## config.mk

```make
export PLATFORM = sky130hd
export DESIGN_NAME = bri_ternary_codec
export DESIGN_NICKNAME = d
export VERILOG_FILES = /design/src/rtl/bri_pkg.sv /design/src/rtl/bri_codec_ctrl.sv /design/src/rtl/bri_codec_dp.sv /design/src/rtl/bri_ternary_codec.sv
export SDC_FILE = /design/constraint.sdc
export NUM_CORES = 1
export LEC_CHECK = 0
export BUFFER_PORTS_ARGS = -buffer_cell sky130_fd_sc_hd__buf_2
export CAP_MARGIN = 20
export CORE_MARGIN = 2
export CORE_UTILIZATION = 30
export CTS_CLUSTER_SIZE = 8
export DETAILED_ROUTE_END_ITERATION = 6
export SETUP_SLACK_MARGIN = 0.15
export SYNTH_ARGS = -nofsm -noshare
export SYNTH_HDL_FRONTEND = slang
export SYNTH_SLANG_ARGS = --single-unit
```

## constraint.sdc

```tcl
create_clock -name clk -period 11.15 [get_ports clk]
set_clock_uncertainty 0.2 [all_clocks]
set_input_delay 1.115 -clock clk [delete_from_list [all_inputs] [get_ports clk]]
set_output_delay 1.115 -clock clk [all_outputs]
set_load 0.02 [all_outputs]
```

## src/rtl/bri_pkg.sv

```systemverilog
package bri_pkg;
  localparam int FRAME_BITS = 48;
  localparam int POS_W      = $clog2(FRAME_BITS);
  localparam int B_BITS     = 16;
  localparam int D_BITS     = 4;
  localparam int IDX_W      = $clog2(B_BITS);

  localparam logic [1:0] SYM_ZERO = 2'b00;
  localparam logic [1:0] SYM_POS  = 2'b01;
  localparam logic [1:0] SYM_NEG  = 2'b11;
  localparam logic [1:0] SYM_BAD  = 2'b10;

  typedef enum logic [2:0] {
    SLOT_FRAME, SLOT_BAL, SLOT_B1, SLOT_B2, SLOT_D, SLOT_AUX
  } slotKind_t;

  typedef struct packed {
    slotKind_t        kind;
    logic [IDX_W-1:0] idx;
  } slot_t;

  // Strobes from control to datapath
  typedef struct packed {
    logic txFrame;    // transmit position is the frame-start slot
    logic rxDeliver;  // last slot of a locked receive frame
  } strobe_t;

  // Computed slot map of the 48-bit frame
  function automatic slot_t slotOf(input logic [POS_W-1:0] pos);
    slot_t s;
    s.kind = SLOT_AUX;
    s.idx  = '0;
    if (pos == 6'd0) begin
      s.kind = SLOT_FRAME;
    end else if (pos == 6'd1 || pos == 6'd10 || pos == 6'd21 ||
                 pos == 6'd32 || pos == 6'd43 || pos == 6'd45) begin
      s.kind = SLOT_BAL;
    end else if (pos >= 6'd2 && pos <= 6'd9) begin
      s.kind = SLOT_B1;
      s.idx  = IDX_W'(6'd17 - pos);
    end else if (pos >= 6'd24 && pos <= 6'd31) begin
      s.kind = SLOT_B1;
      s.idx  = IDX_W'(6'd31 - pos);
    end else if (pos >= 6'd13 && pos <= 6'd20) begin
      s.kind = SLOT_B2;
      s.idx  = IDX_W'(6'd28 - pos);
    end else if (pos >= 6'd35 && pos <= 6'd42) begin
      s.kind = SLOT_B2;
      s.idx  = IDX_W'(6'd42 - pos);
    end else if (pos == 6'd11) begin
      s.kind = SLOT_D;
      s.idx  = IDX_W'(0);
    end else if (pos == 6'd22) begin
      s.kind = SLOT_D;
      s.idx  = IDX_W'(1);
    end else if (pos == 6'd33) begin
      s.kind = SLOT_D;
      s.idx  = IDX_W'(2);
    end else if (pos == 6'd44) begin
      s.kind = SLOT_D;
      s.idx  = IDX_W'(3);
    end
    return s;
  endfunction
endpackage

```

## src/rtl/bri_codec_ctrl.sv

```systemverilog
module bri_codec_ctrl
  import bri_pkg::*;
#(
  parameter int LOCK_HITS   = 3,
  parameter int LOSS_MISSES = 2,
  parameter int TX_OFFSET   = 2   // legal range 2..FRAME_BITS+1
) (
  input  logic             clk,
  input  logic             rst_n,
  input  logic             rxViol,
  output logic [POS_W-1:0] txPos,
  output logic [POS_W-1:0] rxPos,
  output strobe_t          strobes,
  output logic             rxLock
);
  localparam int HIT_W  = $clog2(LOCK_HITS + 1);
  localparam int MISS_W = $clog2(LOSS_MISSES + 1);
  localparam int ALIGN_LOAD = (FRAME_BITS + 2 - TX_OFFSET) % FRAME_BITS;
  localparam logic [POS_W-1:0] LAST_POS = POS_W'(FRAME_BITS - 1);

  typedef enum logic [1:0] {ST_HUNT, ST_CONFIRM, ST_LOCKED} lockState_t;

  lockState_t        state;
  logic [HIT_W-1:0]  hitCnt;
  logic [MISS_W-1:0] missCnt;
  logic              atStart;
  logic              lastHit;
  logic              frameHit;
  logic [POS_W-1:0]  rxPosNext;
  logic [POS_W-1:0]  txPosNext;

  always_comb begin
    atStart   = (rxPos == '0);
    lastHit   = (hitCnt == HIT_W'(LOCK_HITS - 1));
    frameHit  = atStart && rxViol &&
                ((state == ST_LOCKED) || (state == ST_CONFIRM && lastHit));
    rxPosNext = (rxPos == LAST_POS) ? '0 : rxPos + 1'b1;
    txPosNext = (txPos == LAST_POS) ? '0 : txPos + 1'b1;
  end

  always_ff @(posedge clk) begin
    if (!rst_n) begin
      txPos <= '0;
    end else if (frameHit) begin
      txPos <= POS_W'(ALIGN_LOAD);
    end else begin
      txPos <= txPosNext;
    end
  end

  always_ff @(posedge clk) begin
    if (!rst_n) begin
      state   <= ST_HUNT;
      rxPos   <= '0;
      hitCnt  <= '0;
      missCnt <= '0;
    end else begin
      rxPos <= rxPosNext;
      unique case (state)
        ST_HUNT: begin
          if (rxViol) begin
            state  <= ST_CONFIRM;
            rxPos  <= POS_W'(1);
            hitCnt <= HIT_W'(1);
          end
        end
        ST_CONFIRM: begin
          if (atStart) begin
            if (!rxViol) begin
              state <= ST_HUNT;
            end else if (lastHit) begin
              state   <= ST_LOCKED;
              missCnt <= '0;
            end else begin
              hitCnt <= hitCnt + 1'b1;
            end
          end else if (rxViol) begin
            rxPos  <= POS_W'(1);
            hitCnt <= HIT_W'(1);
          end
        end
        ST_LOCKED: begin
          if (atStart) begin
            if (rxViol) begin
              missCnt <= '0;
            end else if (missCnt == MISS_W'(LOSS_MISSES - 1)) begin
              state <= ST_HUNT;
            end else begin
              missCnt <= missCnt + 1'b1;
            end
          end
        end
        default: state <= ST_HUNT;
      endcase
    end
  end

  always_comb begin
    rxLock            = (state == ST_LOCKED);
    strobes.txFrame   = (txPos == '0);
    strobes.rxDeliver = (state == ST_LOCKED) && (rxPos == LAST_POS);
  end
endmodule

```

## src/rtl/bri_codec_dp.sv

```systemverilog
module bri_codec_dp
  import bri_pkg::*;
(
  input  logic              clk,
  input  logic              rst_n,
  input  logic [B_BITS-1:0] txB1,
  input  logic [B_BITS-1:0] txB2,
  input  logic [D_BITS-1:0] txD,
  input  logic [POS_W-1:0]  txPos,
  input  logic [POS_W-1:0]  rxPos,
  input  strobe_t           strobes,
  input  logic [1:0]        rxSym,
  output logic              rxViol,
  output logic [1:0]        txSym,
  output logic              txFrameMark,
  output logic [B_BITS-1:0] rxB1,
  output logic [B_BITS-1:0] rxB2,
  output logic [D_BITS-1:0] rxD,
  output logic              rxValid,
  output logic              rxErr
);
  // Transmit state
  logic [B_BITS-1:0] capB1, capB2;
  logic [D_BITS-1:0] capD;
  logic              txLastPol;   // 1 = +1, 0 = -1
  logic              txParity;    // odd marks in current group
  slot_t             txSlot;
  logic              txBit, txMark, txPol;

  // Receive state
  logic [B_BITS-1:0] accB1, accB2;
  logic [D_BITS-1:0] accD;
  logic              rxLastPol, rxSeenMark;
  logic              rxMark, rxPolIn;
  slot_t             rxSlot;

  always_comb begin
    txSlot = slotOf(txPos);
    unique case (txSlot.kind)
      SLOT_FRAME: txBit = 1'b0;
      SLOT_BAL:   txBit = ~txParity;
      SLOT_B1:    txBit = capB1[txSlot.idx];
      SLOT_B2:    txBit = capB2[txSlot.idx];
      SLOT_D:     txBit = capD[txSlot.idx[1:0]];
      default:    txBit = 1'b1;
    endcase
    txMark = ~txBit;
    txPol  = (txSlot.kind == SLOT_FRAME) ? txLastPol : ~txLastPol;
  end

  always_ff @(posedge clk) begin
    if (!rst_n) begin
      capB1       <= '0;
      capB2       <= '0;
      capD        <= '0;
      txLastPol   <= 1'b0;
      txParity    <= 1'b0;
      txSym       <= SYM_ZERO;
      txFrameMark <= 1'b0;
    end else begin
      if (strobes.txFrame) begin
        capB1 <= txB1;
        capB2 <= txB2;
        capD  <= txD;
      end
      if (txMark) txLastPol <= txPol;
      if (txSlot.kind == SLOT_FRAME)    txParity <= 1'b1;
      else if (txSlot.kind == SLOT_BAL) txParity <= 1'b0;
      else                              txParity <= txParity ^ txMark;
      txSym       <= txMark ? (txPol ? SYM_POS : SYM_NEG) : SYM_ZERO;
      txFrameMark <= (txSlot.kind == SLOT_FRAME);
    end
  end

  always_comb begin
    rxMark  = (rxSym == SYM_POS) || (rxSym == SYM_NEG);
    rxPolIn = (rxSym == SYM_POS);
    rxViol  = rxMark && rxSeenMark && (rxPolIn == rxLastPol);
    rxSlot  = slotOf(rxPos);
  end

  always_ff @(posedge clk) begin
    if (!rst_n) begin
      rxLastPol  <= 1'b0;
      rxSeenMark <= 1'b0;
      accB1      <= '0;
      accB2      <= '0;
      accD       <= '0;
      rxB1       <= '0;
      rxB2       <= '0;
      rxD        <= '0;
      rxValid    <= 1'b0;
      rxErr      <= 1'b0;
    end else begin
      if (rxMark) begin
        rxLastPol  <= rxPolIn;
        rxSeenMark <= 1'b1;
      end
      unique case (rxSlot.kind)
        SLOT_B1: accB1[rxSlot.idx]      <= ~rxMark;
        SLOT_B2: accB2[rxSlot.idx]      <= ~rxMark;
        SLOT_D:  accD[rxSlot.idx[1:0]] <= ~rxMark;
        default: ;
      endcase
      rxErr   <= (rxSym == SYM_BAD);
      rxValid <= strobes.rxDeliver;
      if (strobes.rxDeliver) begin
        rxB1 <= accB1;
        rxB2 <= accB2;
        rxD  <= accD;
      end
    end
  end
endmodule

```

## src/rtl/bri_ternary_codec.sv

```systemverilog
module bri_ternary_codec
  import bri_pkg::*;
#(
  parameter int LOCK_HITS   = 3,
  parameter int LOSS_MISSES = 2,
  parameter int TX_OFFSET   = 2
) (
  input  logic              clk,
  input  logic              rst_n,
  input  logic [B_BITS-1:0] txB1,
  input  logic [B_BITS-1:0] txB2,
  input  logic [D_BITS-1:0] txD,
  output logic [1:0]        txSym,
  output logic              txFrameMark,
  input  logic [1:0]        rxSym,
  output logic [B_BITS-1:0] rxB1,
  output logic [B_BITS-1:0] rxB2,
  output logic [D_BITS-1:0] rxD,
  output logic              rxValid,
  output logic              rxLock,
  output logic              rxErr
);
  logic [POS_W-1:0] txPos, rxPos;
  strobe_t          strobes;
  logic             rxViol;

  bri_codec_ctrl #(
    .LOCK_HITS  (LOCK_HITS),
    .LOSS_MISSES(LOSS_MISSES),
    .TX_OFFSET  (TX_OFFSET)
  ) u_ctrl (
    .clk    (clk),
    .rst_n  (rst_n),
    .rxViol (rxViol),
    .txPos  (txPos),
    .rxPos  (rxPos),
    .strobes(strobes),
    .rxLock (rxLock)
  );

  bri_codec_dp u_dp (
    .clk        (clk),
    .rst_n      (rst_n),
    .txB1       (txB1),
    .txB2       (txB2),
    .txD        (txD),
    .txPos      (txPos),
    .rxPos      (rxPos),
    .strobes    (strobes),
    .rxSym      (rxSym),
    .rxViol     (rxViol),
    .txSym      (txSym),
    .txFrameMark(txFrameMark),
    .rxB1       (rxB1),
    .rxB2       (rxB2),
    .rxD        (rxD),
    .rxValid    (rxValid),
    .rxErr      (rxErr)
  );
endmodule

```

==> impl_metrics.csv, run 1 <==
group,metric,value,unit
setup_path,r2r_end,"u_dp.txParity$_SDFF_PN0_",
setup_path,worstSetupEndpointType,"flip-flop",
clock_tree,cts_buffer_depth,2,
power_and_ir_drop,power_frac_seq,0.407,
sta,rsz0062_at_grt,"no",
floorplanning,fp.dieH,156,um
yosys,yosysWarnings,0,
min_path,hp-start,"u_dp.accB2[13]$_SDFFE_PN0P_",
clock_tree,clkTransAtPathRegs,0.07,ns
detailed_routing,drtIter0Drc,604,
sta,max_freq,0.238,GHz
floorplanning,initial_core_util,0.306,
detailed_routing,wl_met2,9.02,mm
power_and_ir_drop,power_density,158,mW/mm^2
yosys,ys_seq_area_frac,0.390,
power_and_ir_drop,p_leak,3.00,nW
sta,setup_viol,0,
setup_path,critPathKind,"reg2reg",
yosys,syn_nets,965,
clock_tree,cts_max_level,4,
layout,mostFrequentLayoutCell,"nand2_1",
layout,area_growth,16.8,%
floorplanning,die_x,156,um
layout,fin_util,0.358,
clock_tree,clock_latency,0.43,ns
sta,fin_crit,4.20,ns
status,status,"completed",
layout,final_cell_mix,"nand2_1 (182), dfxtp_1 (135), a21oi_1 (106)",
yosys,synth_edf_count,0,
grt,grt_pass1_vias,6011,
clock_tree,clkSinkCount,135,
clock_tree,tritoncts,"built",
sta,hold_slack,0.253,ns
layout,drive_gt1_frac,0.146,
layout,finalNetCount,1015,
setup_path,critPathSlowestCell,"dfxtp_1",
yosys,synthCells,903,
clock_tree,numCtsBuffers,17,
setup_path,crit_chain,"inv_1 -> ha_1 -> mux4_2 -> and2_4 -> nor3_4 -> o211a_1 -> nand2_1 -> mux2i_1 -> a32o_1 -> o31ai_4 -> mux2_4 -> nand2_2",
floorplanning,io-pin-count,82,
setup_path,timing.rr.start,"u_ctrl.txPos[1]$_SDFF_PP0_",
detailed_routing,wl_per_cell,15.1,um
detailed_routing,vias,6394,
sta,post-route-period-util,0.377,
sta,fin_setup_tns,0,ns
clock_tree,postCtsHoldBufs,0,
layout,antenna_cells,0,
floorplanning,std_cell_rows,55,
setup_path,critPathLaunchType,"flip-flop",
power_and_ir_drop,swShare,0.318,
setup_path,r2r_cells,12,
yosys,synth_ff_type,"dfxtp_1",
grt,antenna_found_initial,0,
setup_path,reg2reg_slack,6.95,ns
placed_design,numPortBuffers,81,
grt,grt-ovfl-total,0,
floorplanning,core_area,0.0226,mm^2
placed_design,place_congestion,0.867,
detailed_routing,vias_per_cell,5.11,
yosys,syn_avg_cell_area,7.68,um^2
detailed_routing,highest_layer,"met4",
flow_run,drv_cap,0,
yosys,ys_types,83,
power_and_ir_drop,intPower,871,uW
floorplanning,dieArea,0.0243,mm^2
detailed_routing,wirelength_met1,8.74,mm
setup_path,slowest_delay,0.65,ns
detailed_routing,totalWireLength,18.8,mm
sta,worst_pin_slew,0.982,ns
sta,drv_slew,0,
yosys,synthArstFlopShare,0,
power_and_ir_drop,p_comb_frac,0.150,
min_path,hold_end,"u_dp.rxB2[13]$_SDFFE_PN0P_",
setup_path,crit_fanout,14,
grt,track_usage,0.156,
sta,relSlewSlack,0.342,
clock_tree,post_cts_buffers,0,
detailed_routing,wl_met3,908,um
min_path,hp-class,"reg2reg",
sta,setup_slack,6.95,ns
grt,grt_pass1_wl,30.6,mm
power_and_ir_drop,clkPwrFrac,0.442,
setup_path,crit_family,"compound AO/OA/AOI/OAI gates",
power_and_ir_drop,p_total,1.28,mW
clock_tree,root_buffer,"clkbuf_16",
detailed_routing,drc_errors,0,
placed_design,dpl_worst_slack,6.97,ns
clock_tree,post_cts_resize_count,0,
detailed_routing,ant_nets,0,
power_and_ir_drop,power.switching,406,uW
setup_path,cp.buffers_inverters,1,
power_and_ir_drop,ir_drop,0.106,mV
yosys,synthesis.area,0.00693,mm^2
setup_path,arrival,4.37,ns
yosys,synth_seq_cells,135,
setup_path,required,11.32,ns
detailed_routing,drtPass1Iterations,5,
min_path,hold_depth,2,
placed_design,post-dp-hpwl,13.1,mm
sta,hold_violations,0,
grt,grt_start_max_net_pins,81,
## worst min-delay path, cell delays in order, from the launching register on
cell	delay, ns
dfxtp_1	0.31
nand2_1	0.05
a21oi_1	0.05
## cell families after synthesis
group	synth area share
flip-flops	0.390
XOR/XNOR	0.0126
AO/OA/AOI/OAI	0.214
multiplexers	0.0215
buffers and inverters	0.0476
adder cells (fa/ha/maj)	0.0397
AND/OR/NAND/NOR	0.275
## state kept, by name, indices dropped and copies added, names as in the netlist, 2 cells and up
register / count
u_dp.accB1: 16
u_dp.accB2: 16
u_dp.capB1: 16
u_dp.capB2: 16
u_dp.rxB1: 16
u_dp.rxB2: 16
u_ctrl.rxPos: 6
u_ctrl.txPos: 6
u_dp.accD: 4
u_dp.capD: 4
u_dp.rxD: 4
u_ctrl.hitCnt: 2
u_ctrl.missCnt: 2
u_ctrl.state: 2
u_dp.txSym: 2
## how the worst max path moves through the flow
stage	startpoint	end	slack (ns)	cells past startpoint
2_1_floorplan	u_ctrl.txPos[1]$_SDFF_PP0_	u_dp.txParity$_SDFF_PN0_	7.50	15
3_3_place_gp	u_ctrl.txPos[1]$_SDFF_PP0_	u_dp.txParity$_SDFF_PN0_	7.10	12
3_5_place_dp	u_ctrl.txPos[1]$_SDFF_PP0_	u_dp.txParity$_SDFF_PN0_	6.97	12
4_1_cts	u_ctrl.txPos[1]$_SDFF_PP0_	u_dp.txParity$_SDFF_PN0_	6.94	12
5_1_grt	u_ctrl.txPos[1]$_SDFF_PP0_	u_dp.txParity$_SDFF_PN0_	6.66	12
6_report	u_ctrl.txPos[1]$_SDFF_PP0_	u_dp.txParity$_SDFF_PN0_	6.95	12
## power groups by stage
stage	Combinational (mW)	Sequential (mW)	Clock [mW]
after detailed placement	0.191	0.531	0
after floorplan	0.149	0.525	0
after global placement	0.189	0.532	0
after global routing	0.217	0.524	0.599
final	0.192	0.521	0.565
after CTS	0.192	0.521	0.575
## routing by layer
layer  vias up  global-route usage
met3        14              0.0342
met1      2950               0.207
met2       160               0.257
met4         0              0.0363
li1       3270                   -
met5         -                   0
## final cells by class
| cell class | instances | area (um^2) |
|---|---|---|
| tap | 285 | 357 |
| timing repair buffer | 86 | 443 |
| inverter | 23 | 87.6 |
| multi-input combinational | 690 | 3900 |
| sequential | 135 | 2700 |
| clock inverter | 15 | 184 |
| fill | 2375 | 14500 |
| clock buffer | 17 | 425 |
## per-stage QoR
stage | cell area [um^2] | cells
final | 8100 | 1251
after floorplan | 6930 | 903
after global routing | 8100 | 1251
after detailed placement | 7490 | 1219
after global placement | 7490 | 1219
after CTS | 8100 | 1251
## synthesized netlist by cell type (all sizes together), types with 3 or more instances
cell type | instances | area share
a211oi | 23 | 0.025
a21oi | 106 | 0.077
a311oi | 6 | 0.0076
a31oi | 8 | 0.0081
a32oi | 4 | 0.0051
and2 | 9 | 0.0087
and3 | 9 | 0.0081
buf | 14 | 0.013
clkbuf | 41 | 0.022
dfxtp | 135 | 0.39
ha | 22 | 0.040
inv | 23 | 0.012
mux2i | 10 | 0.014
nand2 | 183 | 0.099
nand2b | 11 | 0.0099
nand3 | 33 | 0.024
nand3b | 5 | 0.0054
nand4 | 9 | 0.0081
nor2 | 96 | 0.053
nor2b | 11 | 0.0099
nor3 | 13 | 0.012
nor4 | 9 | 0.011
o211a | 3 | 0.0043
o211ai | 3 | 0.0040
o21ai | 38 | 0.028
o221ai | 3 | 0.0038
o31ai | 4 | 0.0063
or3 | 13 | 0.012
xnor2 | 6 | 0.0076
xor2 | 4 | 0.0051
(Power assumes the default switching activity.)
==> run 2, diff against run 1 <==
--- a/config.mk
+++ b/config.mk
@@ -5,6 +5,7 @@
 export SDC_FILE = /design/constraint.sdc
 export NUM_CORES = 1
 export LEC_CHECK = 0
+export ABC_AREA = 1
 export BUFFER_PORTS_ARGS = -buffer_cell sky130_fd_sc_hd__buf_2
 export CAP_MARGIN = 20
 export CORE_MARGIN = 2
==> constraint.sdc (replaced) <==
create_clock -name clk -period 3.65 [get_ports clk]
set_clock_uncertainty 0.2 [all_clocks]
set_input_delay 0.365 -clock clk [delete_from_list [all_inputs] [get_ports clk]]
set_output_delay 0.365 -clock clk [all_outputs]
set_load 0.02 [all_outputs]
==> run 2 against run 1 <==
Final area rose by 1.8%. Core utilization is 0.34 points lower. Via count up 0.64%. Wire length is 7.7% lower. Synthesized area is 1.4% higher. Critical path type unchanged. Synthesized cell count is 9.1% higher. Largest power group unchanged.
==> impl_metrics.csv, run 2 <==
group,metric,value,unit
sta,drv_slew,0,
layout,drive_gt1_frac,0.176,
setup_path,critPathKind,"reg2reg",
setup_path,required,3.77,ns
power_and_ir_drop,ir_drop,0.243,mV
sta,rsz0062_at_grt,"no",
setup_path,r2r_end,"u_dp.txParity$_SDFF_PN0_",
yosys,synthArstFlopShare,0,
power_and_ir_drop,power_density,515,mW/mm^2
placed_design,place_congestion,0.868,
power_and_ir_drop,p_comb_frac,0.213,
detailed_routing,vias,6435,
yosys,synth_edf_count,0,
sta,setup_viol,0,
detailed_routing,drtPass1Iterations,5,
yosys,ys_seq_area_frac,0.384,
floorplanning,initial_core_util,0.302,
floorplanning,dieArea,0.0247,mm^2
clock_tree,clock_latency,0.42,ns
layout,fin_util,0.354,
power_and_ir_drop,swShare,0.315,
detailed_routing,wl_per_cell,12.7,um
setup_path,slowest_delay,0.45,ns
yosys,synth_ff_type,"dfxtp_1",
setup_path,cp-endpoint,"u_dp.txParity$_SDFF_PN0_",
power_and_ir_drop,intPower,2.91,mW
sta,hold_slack,0.0217,ns
clock_tree,tritoncts,"built",
placed_design,placed_cell_area,0.00763,mm^2
clock_tree,clkSinkCount,135,
setup_path,arrival,3.30,ns
setup_path,critPathSlowestCell,"dfxtp_1",
power_and_ir_drop,clkPwrFrac,0.407,
sta,worst_pin_slew,0.978,ns
setup_path,timing.rr.start,"u_ctrl.txPos[1]$_SDFF_PP0_",
grt,track_usage,0.144,
sta,post-route-period-util,0.871,
sta,hold_violations,0,
setup_path,cp-startpoint,"u_ctrl.txPos[1]$_SDFF_PP0_",
layout,final_cell_mix,"nand2_1 (161), dfxtp_1 (135), a21oi_1 (134)",
placed_design,numPortBuffers,81,
layout,antenna_cells,0,
setup_path,reg2reg_slack,0.47,ns
yosys,syn_avg_cell_area,7.14,um^2
detailed_routing,drc_errors,0,
status,status,"completed",
sta,fin_setup_tns,0,ns
sta,fin_crit,3.18,ns
setup_path,crit_top_cell,"nand2_1",
yosys,synth_common_cells,"nand2_1 (161), dfxtp_1 (135), a21oi_1 (134)",
yosys,synth_top_cell_area_share,0.384,
grt,antenna_found_initial,1,
yosys,yosysWarnings,0,
floorplanning,core_area,0.0233,mm^2
power_and_ir_drop,power.switching,1.33,mW
clock_tree,root_buffer,"clkbuf_16",
placed_design,post-dp-hpwl,12.2,mm
detailed_routing,totalWireLength,17.4,mm
setup_path,critPathLaunchType,"flip-flop",
clock_tree,numCtsBuffers,17,
detailed_routing,vias_per_cell,4.69,
yosys,synthCells,985,
yosys,ys_types,46,
grt,grt-ovfl-total,0,
power_and_ir_drop,p_leak,3.43,nW
setup_path,crit_chain,"inv_1 -> ha_1 -> nor3_1 -> nor2_1 -> nand2_1 -> inv_2 -> nor2_2 -> nand3_2 -> nand2_2 -> clkinv_1 -> nand2_1 -> nand3_1 -> nand3_1 -> nand2_1 -> nand2_1 -> nand3_2 -> nand3_4 -> nand2_1 -> nand3_1 -> nand2_1",
power_and_ir_drop,power_frac_seq,0.379,
yosys,syn_nets,1047,
yosys,synthesis.area,0.00703,mm^2
sta,relSlewSlack,0.344,
floorplanning,fp.dieH,157,um
floorplanning,std_cell_rows,56,
setup_path,r2r_cells,20,
detailed_routing,drtIter0Drc,553,
floorplanning,io-pin-count,82,
grt,grt_pass1_wl,29.0,mm
layout,area_growth,17.2,%
setup_path,crit_fanout,12,
setup_path,worstSetupEndpointType,"flip-flop",
clock_tree,clkTransAtPathRegs,0.06,ns
detailed_routing,ant_nets,0,
yosys,synth_most_common_cell,"nand2_1",
layout,mostFrequentLayoutCell,"nand2_1",
grt,grt_start_max_net_pins,74,
yosys,synth_seq_cells,135,
floorplanning,die_x,157,um
flow_run,drv_cap,0,
layout,stdcell_area,0.00824,mm^2
min_path,hp-class,"in2reg",
yosys,synth_area_leaders,"dfxtp_1 (38%), a21oi_1 (9.5%), nand2_1 (8.6%), inv_1 (6.2%), o21ai_0 (6.2%)",
grt,grt_pass1_vias,5975,
layout,finalNetCount,1103,
yosys,synth_top_area_cell,"dfxtp_1",
clock_tree,cts_buffer_depth,2,
clock_tree,cts_max_level,4,
sta,max_freq,0.314,GHz
[run 2: cell types whose count changed after synthesis, moves of 17 or more]
cell and delta:
a211oi_1 -20, a21oi_1 +28, inv_1 +94, nand2_1 -21
nand3_1 +51, nand4_1 +17, nor2_1 -39, o21ai_0 +52
[run 2: worst min-delay path by stage]
stage,start,endpoint,slack [ns],cells after the start
after global routing,txD[2],u_dp.capD[2]$_SDFFE_PN0P_,0.03,3
after detailed placement,u_dp.rxB2[12]$_SDFFE_PN0P_,u_dp.rxB2[12]$_SDFFE_PN0P_,0.23,2
after floorplan,u_dp.capD[1]$_SDFFE_PN0P_,u_dp.capD[1]$_SDFFE_PN0P_,0.22,2
after global placement,u_dp.rxB2[8]$_SDFFE_PN0P_,u_dp.rxB2[8]$_SDFFE_PN0P_,0.23,2
after CTS,txB2[5],u_dp.capB2[5]$_SDFFE_PN0P_,0.007,3
final,txB2[5],u_dp.capB2[5]$_SDFFE_PN0P_,0.02,3
[run 2: per-layer routing]
layer / vias to the layer above / share of wire / global-route usage
met5: - / 0.00069 / 0
met2: 157 / 0.44 / 0.229
met1: 2906 / 0.50 / 0.195
met3: 18 / 0.056 / 0.0347
met4: 2 / 0.011 / 0.0381
li1: 3352 / - / -
[run 2: cell type report]
type	instances	area, um^2
repair buffers	91	483
inverters	134	505
multi-input cells	662	3550
clock buffers	20	457
fillers	2490	15000
well taps	319	399
flip-flops and latches	135	2700
clock inverters	12	141
[run 2: logic make-up after synthesis]
kind of cell,after synthesis,synth area share
AND/OR/NAND/NOR,381,0.260
AO/OA/AOI/OAI,247,0.188
buffers and inverters,188,0.113
flip-flops,135,0.384
adder cells (fa/ha/maj),22,0.0391
XOR/XNOR,12,0.0149
[run 2: per-stage QoR]
| stage | setup slack [ns] | instances | power, mW |
|---|---|---|---|
| after floorplan | 1.08 | 985 | 2.35 |
| after global placement | 0.600 | 1340 | 2.53 |
| after detailed placement | 0.522 | 1340 | 2.54 |
| after CTS | 0.507 | 1373 | 4.29 |
| after global routing | 0.197 | 1373 | 4.49 |
| final | 0.469 | 1373 | 4.24 |
[run 2: power groups by stage]
| stage | Combinational [mW] | Clock (mW) | Sequential, mW |
|---|---|---|---|
| 6_report | 0.905 | 1.73 | 1.61 |
| 5_1_grt | 1.03 | 1.83 | 1.62 |
| 4_1_cts | 0.904 | 1.77 | 1.61 |
| 3_5_place_dp | 0.895 | 0 | 1.64 |
| 3_3_place_gp | 0.888 | 0 | 1.64 |
| 2_1_floorplan | 0.707 | 0 | 1.64 |
[run 2: what timing repair did]
item | 4_1_cts | 5_1_grt
hold buffers | 1 | 0
gates resized for setup | 0 | 1
setup buffers | 0 | 0
endpoints found under the hold margin | 1 | 0
setup endpoints to repair | 0 | 1
[run 2: critical path, delay by kind of cell, from the launching register on]
kind	cells	cell delay (ns)
fa+ha+maj	1	0.31
buf+inv	3	0.47
simple gates	16	1.65
flops	1	0.45
